==> src/rtl/scan_logger_pkg.sv <==
package scan_logger_pkg;

    // Geometry of the observed node bundle
    localparam int SL_NUM_GROUPS = 8;
    localparam int SL_GROUP_W    = 8;
    localparam int SL_RATE_W     = 8;

    // Derived widths
    localparam int SL_IDX_W = (SL_NUM_GROUPS > 1) ? $clog2(SL_NUM_GROUPS) : 1;
    localparam int SL_BUS_W = SL_NUM_GROUPS * SL_GROUP_W;

    typedef logic [SL_IDX_W-1:0]   idx_t;
    typedef logic [SL_GROUP_W-1:0] word_t;
    typedef logic [SL_RATE_W-1:0]  rate_t;
    typedef logic [SL_BUS_W-1:0]   bus_t;

    localparam idx_t SL_LAST_IDX = idx_t'(SL_NUM_GROUPS - 1);

    // Write request from the sweep engine to the capture memory
    typedef struct packed {
        logic  en;
        idx_t  addr;
        word_t data;
    } wr_req_t;

    // Advance the scan index with wrap at the last group
    function automatic idx_t next_idx(input idx_t cur);
        if (cur == SL_LAST_IDX) begin
            return '0;
        end
        return cur + idx_t'(1);
    endfunction

endpackage

==> src/rtl/scan_logger_pacer.sv <==
module scan_logger_pacer
    import scan_logger_pkg::*;
(
    input  logic  clk,
    input  logic  rst,
    input  logic  en,
    input  rate_t rate,
    output logic  stb,
    output rate_t phase
);

    // A slot fires once the phase has reached the divide value; using >=
    // means a lowered divide value takes effect at the next enabled cycle.
    always_comb begin
        stb = en && (phase >= rate);
    end

    always_ff @(posedge clk) begin
        if (rst) begin
            phase <= '0;
        end else if (en) begin
            if (stb) begin
                phase <= '0;
            end else begin
                phase <= phase + rate_t'(1);
            end
        end
    end

endmodule

==> src/rtl/scan_logger_sweep.sv <==
module scan_logger_sweep
    import scan_logger_pkg::*;
(
    input  logic    clk,
    input  logic    rst,
    input  logic    stb,
    input  bus_t    nodes,
    output idx_t    idx,
    output wr_req_t wr,
    output logic    done
);

    // Split the node bundle into its groups
    word_t grp [SL_NUM_GROUPS];

    for (genvar g = 0; g < SL_NUM_GROUPS; g++) begin : g_slice
        assign grp[g] = nodes[g*SL_GROUP_W +: SL_GROUP_W];
    end

    // The same index picks the group and addresses the memory
    always_comb begin
        wr.en   = stb;
        wr.addr = idx;
        wr.data = grp[idx];
    end

    always_ff @(posedge clk) begin
        if (rst) begin
            idx  <= '0;
            done <= 1'b0;
        end else begin
            done <= stb && (idx == SL_LAST_IDX);
            if (stb) begin
                idx <= next_idx(idx);
            end
        end
    end

endmodule

==> src/rtl/scan_logger_dpram.sv <==
module scan_logger_dpram
    import scan_logger_pkg::*;
(
    input  logic    clk,
    input  wr_req_t wr,
    input  idx_t    rd_addr,
    output word_t   rd_data
);

    word_t mem [SL_NUM_GROUPS];

    // Port A: write only, fed by the sweep engine
    always_ff @(posedge clk) begin
        if (wr.en) begin
            mem[wr.addr] <= wr.data;
        end
    end

    // Port B: read only, registered, old data on a same-cycle collision
    always_ff @(posedge clk) begin
        rd_data <= mem[rd_addr];
    end

endmodule

==> src/rtl/scan_logger.sv <==
module scan_logger
    import scan_logger_pkg::*;
(
    input  logic                          clk,
    input  logic                          rst,
    input  logic                          scan_en_i,
    input  logic [SL_RATE_W-1:0]          rate_div_i,
    input  logic [SL_BUS_W-1:0]           node_bus_i,
    input  logic [SL_IDX_W-1:0]           rd_addr_i,
    output logic [SL_GROUP_W-1:0]         rd_data_o,
    output logic                          sweep_done_o
);

    logic    samp_stb;
    rate_t   pace_phase;
    idx_t    scan_idx;
    wr_req_t wr_req;

    scan_logger_pacer u_pacer (
        .clk   (clk),
        .rst   (rst),
        .en    (scan_en_i),
        .rate  (rate_div_i),
        .stb   (samp_stb),
        .phase (pace_phase)
    );

    scan_logger_sweep u_sweep (
        .clk   (clk),
        .rst   (rst),
        .stb   (samp_stb),
        .nodes (node_bus_i),
        .idx   (scan_idx),
        .wr    (wr_req),
        .done  (sweep_done_o)
    );

    scan_logger_dpram u_mem (
        .clk     (clk),
        .wr      (wr_req),
        .rd_addr (rd_addr_i),
        .rd_data (rd_data_o)
    );

endmodule

==> config.mk <==
export PLATFORM = sky130hd
export DESIGN_NAME = scan_logger
export DESIGN_NICKNAME = d
export VERILOG_FILES = /design/src/rtl/scan_logger_pkg.sv /design/src/rtl/scan_logger_pacer.sv /design/src/rtl/scan_logger_sweep.sv /design/src/rtl/scan_logger_dpram.sv /design/src/rtl/scan_logger.sv
export SDC_FILE = /design/constraint.sdc
export NUM_CORES = 1
export LEC_CHECK = 0
export BUFFER_PORTS_ARGS = -buffer_cell sky130_fd_sc_hd__buf_2
export CORE_ASPECT_RATIO = 0.8
export CORE_MARGIN = 1.5
export CORE_UTILIZATION = 35
export DETAILED_ROUTE_END_ITERATION = 10
export MAX_ROUTING_LAYER = met4
export SYNTH_ARGS = -nofsm -noshare
export SYNTH_HDL_FRONTEND = slang
export SYNTH_SLANG_ARGS = --single-unit
==> constraint.sdc <==
create_clock -name clk -period 8.8 [get_ports clk]
set_input_delay 0.88 -clock clk [delete_from_list [all_inputs] [get_ports clk]]
set_output_delay 0.88 -clock clk [all_outputs]
set_load 0.02 [all_outputs]
* Word-level counts from Yosys, hierarchy flattened
Memories as Yosys holds them, arrays and structs flattened. A register that Yosys moved wholly into a read port is not among the register bits.
Cells that the tools add are included.
** Word-level totals
- Bits in writable memories :: 64
- Memories kept :: 1
- Output and inout port bits :: 9
- Logic and storage cells :: 23
- Latch bits :: 0
- Input port bits :: 78
- Register bits after elaboration :: 12
- Memory bits (read-only) :: 0
** Operators by class
- Add/subtract/negate cells :: 2
- Multipliers :: 0
- Order comparisons :: 2
- Reduce and logical (&&, ||, !) cells :: 2
- Div/mod/pow operators :: 0
- Equal/unequal tests :: 1
- Mux-type cells :: 11
- Bitwise logic cells :: 1
- Shifts and indexed selects :: 0
** Memory list
- u_mem.mem :: depth 8, bits a word 8, rd ports 1, clocked after memory_dff 1, write ports 1, RTL line scan_logger_dpram.sv:10 : word_t mem [SL_NUM_GROUPS];
** Operators by type and width (number)
- $bmux W8 S3 :: 1
- $mux W8 :: 3
- $add A8 B1 Y8 const B :: 1
- $ge A8 B8 Y1 :: 1
- $mux W3 :: 2
- $mux W1 :: 5
- $ge A4 B4 Y1 const B :: 1
- $not A3 Y4 :: 1
- $add A3 B1 Y3 const B :: 1
- $eq A3 B3 Y1 const B :: 1
- $logic_and A1 B1 Y1 :: 2

* Depth between registers and ports, before layout
Gate-level depths: netlist of run 1.
- Word-level depth :: 5
- Mapped depth :: 8
- Depth with buffers taken out :: 7

* Modules after synthesis
A second synthesis of run 1 with hierarchy kept.
** Second synthesis, totals
- Cell total of the unflattened synthesis :: 230
- Area total of the unflattened synthesis :: 4023.9 um^2
** Modules (own cells, without submodules)
- scan_logger_dpram :: seq. area each 2082.0 um^2, cells each 114, instances 1, area an instance 2691.3 um^2
- scan_logger_sweep :: seq. area each 80.1 um^2, cells each 49, instances 1, area an instance 750.7 um^2
- scan_logger_pacer :: seq. area each 160.2 um^2, cells each 67, instances 1, area an instance 581.8 um^2

* Least setup slack after synthesis of run 1
OpenSTA, ideal clock, no wires.
- Kind :: input to register
- Start :: input rate_div_i[1]
- End :: memory u_mem.mem[0][0] (netlist name) (enable)
- Setup slack :: 5.374 ns
- Arrival :: 3.006 ns
- Stages :: 6
- Path through :: inv_1 > ha_1 > nand2b_1 > a21oi_1 > o21ai_2 > a2111oi_0
** On the way
- Longest elaborated chain between the ends :: 4
** Ends and longest elaborated chain
- from (decl) :: RTL line scan_logger.sv:7 : input logic [SL_RATE_W-1:0] rate_div_i,
- $ge A8 B8 Y1 :: RTL line scan_logger_pacer.sv:15 : stb = en && (phase >= rate);
- $logic_and A1 B1 Y1 :: RTL line scan_logger_pacer.sv:15
- $mux W1 :: RTL line scan_logger_dpram.sv:14 : if (wr.en) begin
- $mux W1 (not written as such) :: RTL line scan_logger_dpram.sv:15 : mem[wr.addr] <= wr.data;
- to (decl) :: RTL line scan_logger_dpram.sv:10
No other way between the ends.

* Worst setup path in the final report of run 1
- Start :: input rate_div_i[7]
- End :: memory u_mem.mem[7][2] (netlist name) (enable)
The elaborated chain is that of the path after synthesis.

==> results.py, run 1 <==
metrics = {
    "outcome": {
        "outcome": "finished clean",
    },
    "sta": {
        "setup_viol": 0,
        "period_share": 0.311,
        "finClkSkew_ns": 0.00543,
        "fin_setup_tns_ns": 0,
        "whs_ns": 0.571,
        "rsz0062_at_grt": "false",
        "fin_crit_ns": 2.73,
        "slew_viol_final": 0,
        "tightest_slew_ns": 1.23,
        "hold_violations": 0,
        "slew_headroom": 0.171,
        "fmax_ghz": 0.366,
    },
    "critical_path": {
        "path_class": "input pin to flip-flop",
        "cp-end-kind": "flip-flop",
        "slowest_stage": "and4_1",
        "cp.arrival_ns": 2.73,
        "cp.required_ns": 8.79,
        "cpPeakStageDelay_ns": 0.53,
        "cpLargestDelayFamily": "simple AND/OR/NAND/NOR gates",
        "startpoint_type": "input pin",
        "cpMostUsedCell": "nand2_1",
        "r2r_cells": 4,
        "path_cells": "buf_2, inv_1, ha_1, nand2_1, o21ai_0, nand2_1, nand2_1, and4_1",
        "crit_buf_inv": 2,
        "crit_fanout": 16,
        "regToRegEndpoint": "u_mem.mem[0][5]$_DFFE_PP_",
        "timing.rr.start": "u_sweep.idx[1]$_SDFFE_PP0P_",
        "rrSetupSlack_ns": 6.31,
    },
    "worst_hold_path": {
        "min_path_type": "flip-flop to flip-flop",
        "worstHoldEndpoint": "u_pacer.phase[1]$_SDFFE_PP0P_",
        "whs_path_depth": 2,
        "hold_start": "u_pacer.phase[1]$_SDFFE_PP0P_",
    },
    "clocking": {
        "cts_buffers": 9,
        "ctsHoldBuffers": 0,
        "cts_max_level": 3,
        "postCtsSetupRepairBufs": 0,
        "cts_resized": 0,
        "root_buffer": "clkbuf_16",
        "clk_latency_ns": 0.34,
        "clk_path_buf_depth": 2,
        "cts.sinks": 84,
        "cts_tree": "yes",
        "clk_pin_slew_worst_paths_ns": 0.06,
    },
    "logic_synthesis": {
        "syn_nets": 363,
        "synthesis.area_um2": 4000,
        "synth-seq-area-share": 0.581,
        "synth.most_common_cell": "edfxtp_1",
        "async_flop_share": 0,
        "ys_types": 41,
        "synth_edf_count": 64,
        "yosys.area.top_type_share": 0.481,
        "avgSynthCellArea_um2": 14.6,
        "yosysWarnings": 0,
        "ys.flop_type": "edfxtp_1",
        "synth.top_cells.by_area": "edfxtp_1, dfxtp_1, mux4_1, mux2_2, mux4_2",
        "syn_inst": 274,
        "ys_ff_latch": 84,
        "synth_common_cells": "edfxtp_1, dfxtp_1, nand2_1",
        "synth.largest_area_cell": "edfxtp_1",
    },
    "power": {
        "power_switching_mw": 0.183,
        "power_leakage_nw": 1.87,
        "ir_drop_mv": 0.104,
        "p_int_mw": 0.711,
        "pwr-share-seq": 0.483,
        "p_sw_frac": 0.205,
        "combPwrFrac": 0.067,
        "finalPower_mw": 0.894,
        "pwr_density_cell_nw_per_um2": 184,
        "clockPowerShare": 0.450,
    },
    "finish": {
        "stdcell_area_um2": 4860,
        "num_antenna_cells": 0,
        "area_growth_syn_to_layout_pct": 21.6,
        "layout-drive-gt1-share": 0.359,
        "final_nets": 446,
    },
    "global_route": {
        "grt_max_degree": 32,
        "grt_overflow_total": 0,
        "grt_pass1_vias": 2645,
        "grt_pass1_wl_um": 14100,
        "antenna_found_initial": 0,
        "track_usage": 0.163,
    },
    "placed_design": {
        "io_buffers": 86,
        "dp_hpwl_um": 6580,
        "post_dp_cell_area_um2": 4540,
        "gp_congestion": 0.787,
    },
    "floorplan": {
        "die_h_um": 98.6,
        "die-area_um2": 12100,
        "num_rows": 34,
        "design.core.area_um2": 11000,
        "io_pins": 87,
        "start_util": 0.364,
        "die_x_um": 122,
    },
    "route": {
        "wl_um": 8870,
        "drt_iter0_markers": 202,
        "post_drt_via_cell_ratio": 5.10,
        "routedWlPerCell_um": 17.5,
        "detail-route-antenna-nets": 0,
        "drc": 0,
        "dr.pass1.iters": 4,
        "vias": 2581,
    },
    "flow_run": {
        "cap_violations": 0,
    },
}
logic make-up after synthesis:
logic type	Yosys count	synth area share
simple gates	66	0.0830
buf+inv	28	0.0360
xor+xnor	7	0.0153
fa+ha+maj	11	0.0344
compound gates	36	0.0570
flops	84	0.581
mux	42	0.193
per-layer routing:
metal	wire [um]	track usage
met5	0	-
met2	3940	0.246
met1	4200	0.214
met4	108	0.0456
met3	618	0.0498
worst max path at each step:
stage | start | endpoint | slack (ns) | depth (start not counted)
after CTS | rate_div_i[7] | u_mem.mem[7][1]$_DFFE_PP_ | 6.09 | 8
after floorplan | rate_div_i[1] | u_mem.mem[0][0]$_DFFE_PP_ | 5.37 | 6
after detailed placement | rate_div_i[7] | u_mem.mem[7][5]$_DFFE_PP_ | 5.74 | 8
final | rate_div_i[7] | u_mem.mem[7][2]$_DFFE_PP_ | 6.07 | 8
after global routing | rate_div_i[7] | u_mem.mem[6][5]$_DFFE_PP_ | 5.87 | 8
after global placement | rate_div_i[7] | u_mem.mem[3][2]$_DFFE_PP_ | 5.86 | 8
cells in the final DEF, fill, tap and decap left out, types with 2 or more instances in the layout:
cell | netlist | routed
nor2_1 | 11 | 11
clkinvlp_4 | 0 | 2
clkbuf_16 | 0 | 9
a21oi_1 | 7 | 7
buf_4 | 1 | 5
mux4_2 | 7 | 7
inv_6 | 0 | 2
a22oi_1 | 4 | 4
a2111oi_1 | 0 | 2
nor3b_1 | 2 | 2
ha_1 | 11 | 11
and4b_1 | 2 | 2
nand2_1 | 20 | 20
nand3_1 | 9 | 9
nand4_1 | 2 | 2
xnor2_1 | 3 | 3
and3_1 | 3 | 3
inv_1 | 9 | 9
mux2_2 | 15 | 15
edfxtp_1 | 64 | 64
nor2b_1 | 4 | 4
bufinv_16 | 0 | 2
nor3_1 | 8 | 8
a31oi_1 | 4 | 4
xor2_1 | 4 | 4
dfxtp_1 | 20 | 20
mux4_1 | 15 | 15
buf_2 | 9 | 86
o21ai_0 | 12 | 12
and4_1 | 2 | 2
mux2i_1 | 5 | 5
power groups by stage:
| stage | logic, mW | registers, mW | clock network [mW] |
|---|---|---|---|
| floorplan | 0.0308 | 0.444 | 0 |
| global placement | 0.0597 | 0.441 | 0 |
| detailed placement | 0.0611 | 0.441 | 0 |
| CTS | 0.0612 | 0.432 | 0.409 |
| global route | 0.0670 | 0.432 | 0.425 |
| finish | 0.0600 | 0.432 | 0.402 |
per-stage QoR:
| step | cells | setup WS [ns] | utilization |
|---|---|---|---|
| after floorplan | 274 | 5.37 | - |
| after global placement | 490 | 5.86 | 0.413 |
| after detailed placement | 490 | 5.74 | 0.413 |
| after CTS | 506 | 6.09 | 0.443 |
| after global routing | 506 | 5.87 | 0.443 |
| final | 506 | 6.07 | 0.443 |
worst reg2reg max path, stage by stage, from the launching register on:
cell and delay (ns):
dfxtp_1 0.45, buf_4 0.28, nor2_1 0.32, a22oi_1 0.11
o21ai_0 0.97
registers in the layout, summed over array words and instances, names as in the netlist:
| signal | count |
|---|---|
| u_mem.mem | 64 |
| u_mem.rd_data | 8 |
| u_pacer.phase | 8 |
| u_sweep.idx | 3 |
| u_sweep.done | 1 |
cell type report:
cell class / count / area [um^2]
fill: 1030 / 6120
sequential: 84 / 2320
multi-input combinational: 162 / 1530
timing repair buffer: 91 / 468
clock buffer: 9 / 225
tap: 144 / 180
clock inverter: 7 / 97.6
inverter: 9 / 33.8
(Power assumes the default switching activity.)
==> inputs of run 2 (changes only) <==
==> constraint.sdc (replaced) <==
create_clock -name clk -period 2.6 [get_ports clk]
set_input_delay 0.26 -clock clk [delete_from_list [all_inputs] [get_ports clk]]
set_output_delay 0.26 -clock clk [all_outputs]
set_load 0.02 [all_outputs]
==> results.py, run 2 (synthesis gave the netlist of run 1 again) <==
metrics = {
    "outcome": {
        "outcome": "finished clean",
    },
    "global_route": {
        "grt_overflow_total": 0,
        "antenna_found_initial": 0,
        "grt_pass1_vias": 2683,
        "track_usage": 0.159,
        "grt_max_degree": 30,
        "grt_pass1_wl_um": 13900,
    },
    "power": {
        "power_switching_mw": 0.612,
        "p_int_mw": 2.31,
        "pwr-share-seq": 0.500,
        "pwr_density_cell_nw_per_um2": 596,
        "power_leakage_nw": 1.89,
        "ir_drop_mv": 0.318,
        "clockPowerShare": 0.429,
        "p_sw_frac": 0.209,
        "combPwrFrac": 0.071,
    },
    "route": {
        "routedWlPerCell_um": 16.8,
        "wl_um": 8610,
        "dr.pass1.iters": 4,
        "vias": 2630,
        "drc": 0,
        "detail-route-antenna-nets": 0,
        "post_drt_via_cell_ratio": 5.14,
        "drt_iter0_markers": 137,
    },
    "sta": {
        "whs_ns": 0.279,
        "fmax_ghz": 0.439,
        "slew_viol_final": 0,
        "fin_crit_ns": 2.28,
        "slew_headroom": 0.579,
        "period_share": 0.876,
        "fin_setup_tns_ns": 0,
        "rsz0062_at_grt": "false",
        "hold_violations": 0,
        "setup_viol": 0,
        "finClkSkew_ns": 0.00920,
        "tightest_slew_ns": 0.630,
    },
    "finish": {
        "reg_top3": "u_mem.mem: 64 flops, u_mem.rd_data: 8 flops, u_pacer.phase: 8 flops",
        "stdcell_area_um2": 4910,
        "area_growth_syn_to_layout_pct": 22.8,
        "final_cell_mix": "buf_2, edfxtp_1, nand2_1, dfxtp_1",
        "final_common_cell": "buf_2",
        "largest-register": "u_mem.mem",
        "layout-drive-gt1-share": 0.367,
        "fin_cells": 512,
        "num_antenna_cells": 0,
        "final_nets": 452,
        "largest_reg_flops": 64,
    },
    "worst_hold_path": {
        "whs_path_depth": 2,
        "min_path_type": "input pin to flip-flop",
        "worstHoldEndpoint": "u_sweep.idx[2]$_SDFFE_PP0P_",
        "hold_start": "rst",
    },
    "critical_path": {
        "startpoint_type": "flip-flop",
        "slowest_stage": "and4_1",
        "path_class": "flip-flop to flip-flop",
        "crit_fanout": 9,
        "regToRegEndpoint": "u_mem.mem[5][0]$_DFFE_PP_",
        "timing.rr.start": "u_pacer.phase[5]$_SDFFE_PP0P_",
        "cp-end-kind": "flip-flop",
        "cp.arrival_ns": 2.25,
        "cpMostUsedCell": "nand2_1",
        "rrSetupSlack_ns": 0.32,
        "crit_buf_inv": 0,
        "cpPeakStageDelay_ns": 0.55,
        "path_cells": "ha_1, a21oi_1, o21ai_0, nand2_1, nand2_1, and4_1",
        "cpLargestDelayFamily": "simple AND/OR/NAND/NOR gates",
        "r2r_cells": 6,
        "cp.required_ns": 2.57,
    },
    "floorplan": {
        "die_x_um": 122,
        "io_pins": 87,
        "design.core.area_um2": 11000,
        "start_util": 0.364,
        "die_h_um": 98.6,
        "die-area_um2": 12100,
        "num_rows": 34,
    },
    "clocking": {
        "clk_pin_slew_worst_paths_ns": 0.06,
        "ctsHoldBuffers": 0,
        "cts_tree": "yes",
        "clk_latency_ns": 0.34,
        "clk_path_buf_depth": 2,
        "postCtsSetupRepairBufs": 0,
        "cts_max_level": 3,
        "cts_resized": 0,
        "cts_buffers": 9,
        "root_buffer": "clkbuf_16",
        "cts.sinks": 84,
    },
    "placed_design": {
        "io_buffers": 86,
        "dp_hpwl_um": 6170,
        "dp_cells": 496,
        "post_dp_cell_area_um2": 4610,
        "gp_congestion": 0.786,
    },
    "flow_run": {
        "cap_violations": 0,
    },
}
==> run 2: changes by cell type in the layout (fill, tap and decap cells not counted), sizes merged <==
| cell | before | now |
|---|---|---|
| bufinv | 2 | 1 |
| inv | 11 | 10 |
| clkinvlp | 2 | 1 |
| buf | 91 | 97 |
| clkinv | 1 | 4 |
==> run 2: metal layers <==
| metal | part of all wire | wire (um) | track usage | vias to the layer above |
|---|---|---|---|---|
| met1 | 0.47 | 4090 | 0.214 | 1253 |
| met3 | 0.068 | 586 | 0.0515 | 8 |
| li1 | - | - | - | 1260 |
| met2 | 0.45 | 3840 | 0.232 | 109 |
| met4 | 0.011 | 91 | 0.0447 | 0 |
| met5 | 0 | 0 | - | - |
==> run 2: worst reg2reg max path: cells and delay by family, from the launching register on <==
family / cells / cell delay [ns]
AO/OA/AOI/OAI: 2 / 0.27
AND/OR/NAND/NOR: 3 / 0.98
flip-flops: 1 / 0.36
adder cells (fa/ha/maj): 1 / 0.31
==> run 2: cell type report <==
type / count / area (um^2)
fill: 987 / 6070
sequential: 84 / 2320
multi-input combinational: 162 / 1530
timing repair buffer: 97 / 538
clock buffer: 9 / 225
tap: 144 / 180
clock inverter: 7 / 76.3
inverter: 9 / 33.8
==> run 2: worst max-delay path by stage <==
stage,startpoint,end,slack (ns),cells after the start
5_1_grt,u_pacer.phase[5]$_SDFFE_PP0P_,u_mem.mem[5][2]$_DFFE_PP_,0.13,6
6_report,u_pacer.phase[5]$_SDFFE_PP0P_,u_mem.mem[5][0]$_DFFE_PP_,0.32,6
3_3_place_gp,rate_div_i[7],u_mem.mem[5][4]$_DFFE_PP_,0.41,8
2_1_floorplan,u_pacer.phase[0]$_SDFFE_PP0P_,u_mem.mem[0][0]$_DFFE_PP_,-0.29,6
3_5_place_dp,rate_div_i[7],u_mem.mem[5][0]$_DFFE_PP_,0.34,8
4_1_cts,u_pacer.phase[0]$_SDFFE_PP0P_,u_mem.mem[5][2]$_DFFE_PP_,0.36,7
==> run 2: through the flow <==
step	total power, mW	util	setup slack [ns]
5_1_grt	3.03	0.447	0.133
3_3_place_gp	1.70	0.420	0.412
4_1_cts	2.96	0.447	0.360
3_5_place_dp	1.70	0.420	0.340
2_1_floorplan	1.61	-	-0.288
6_report	2.93	0.447	0.323
==> run 2: power groups by stage <==
stage / registers (mW) / logic [mW] / clock network, mW
after floorplan: 1.50 / 0.104 / 0
after global placement: 1.49 / 0.207 / 0
after detailed placement: 1.49 / 0.212 / 0
after CTS: 1.46 / 0.213 / 1.28
after global routing: 1.46 / 0.233 / 1.33
final: 1.46 / 0.209 / 1.25
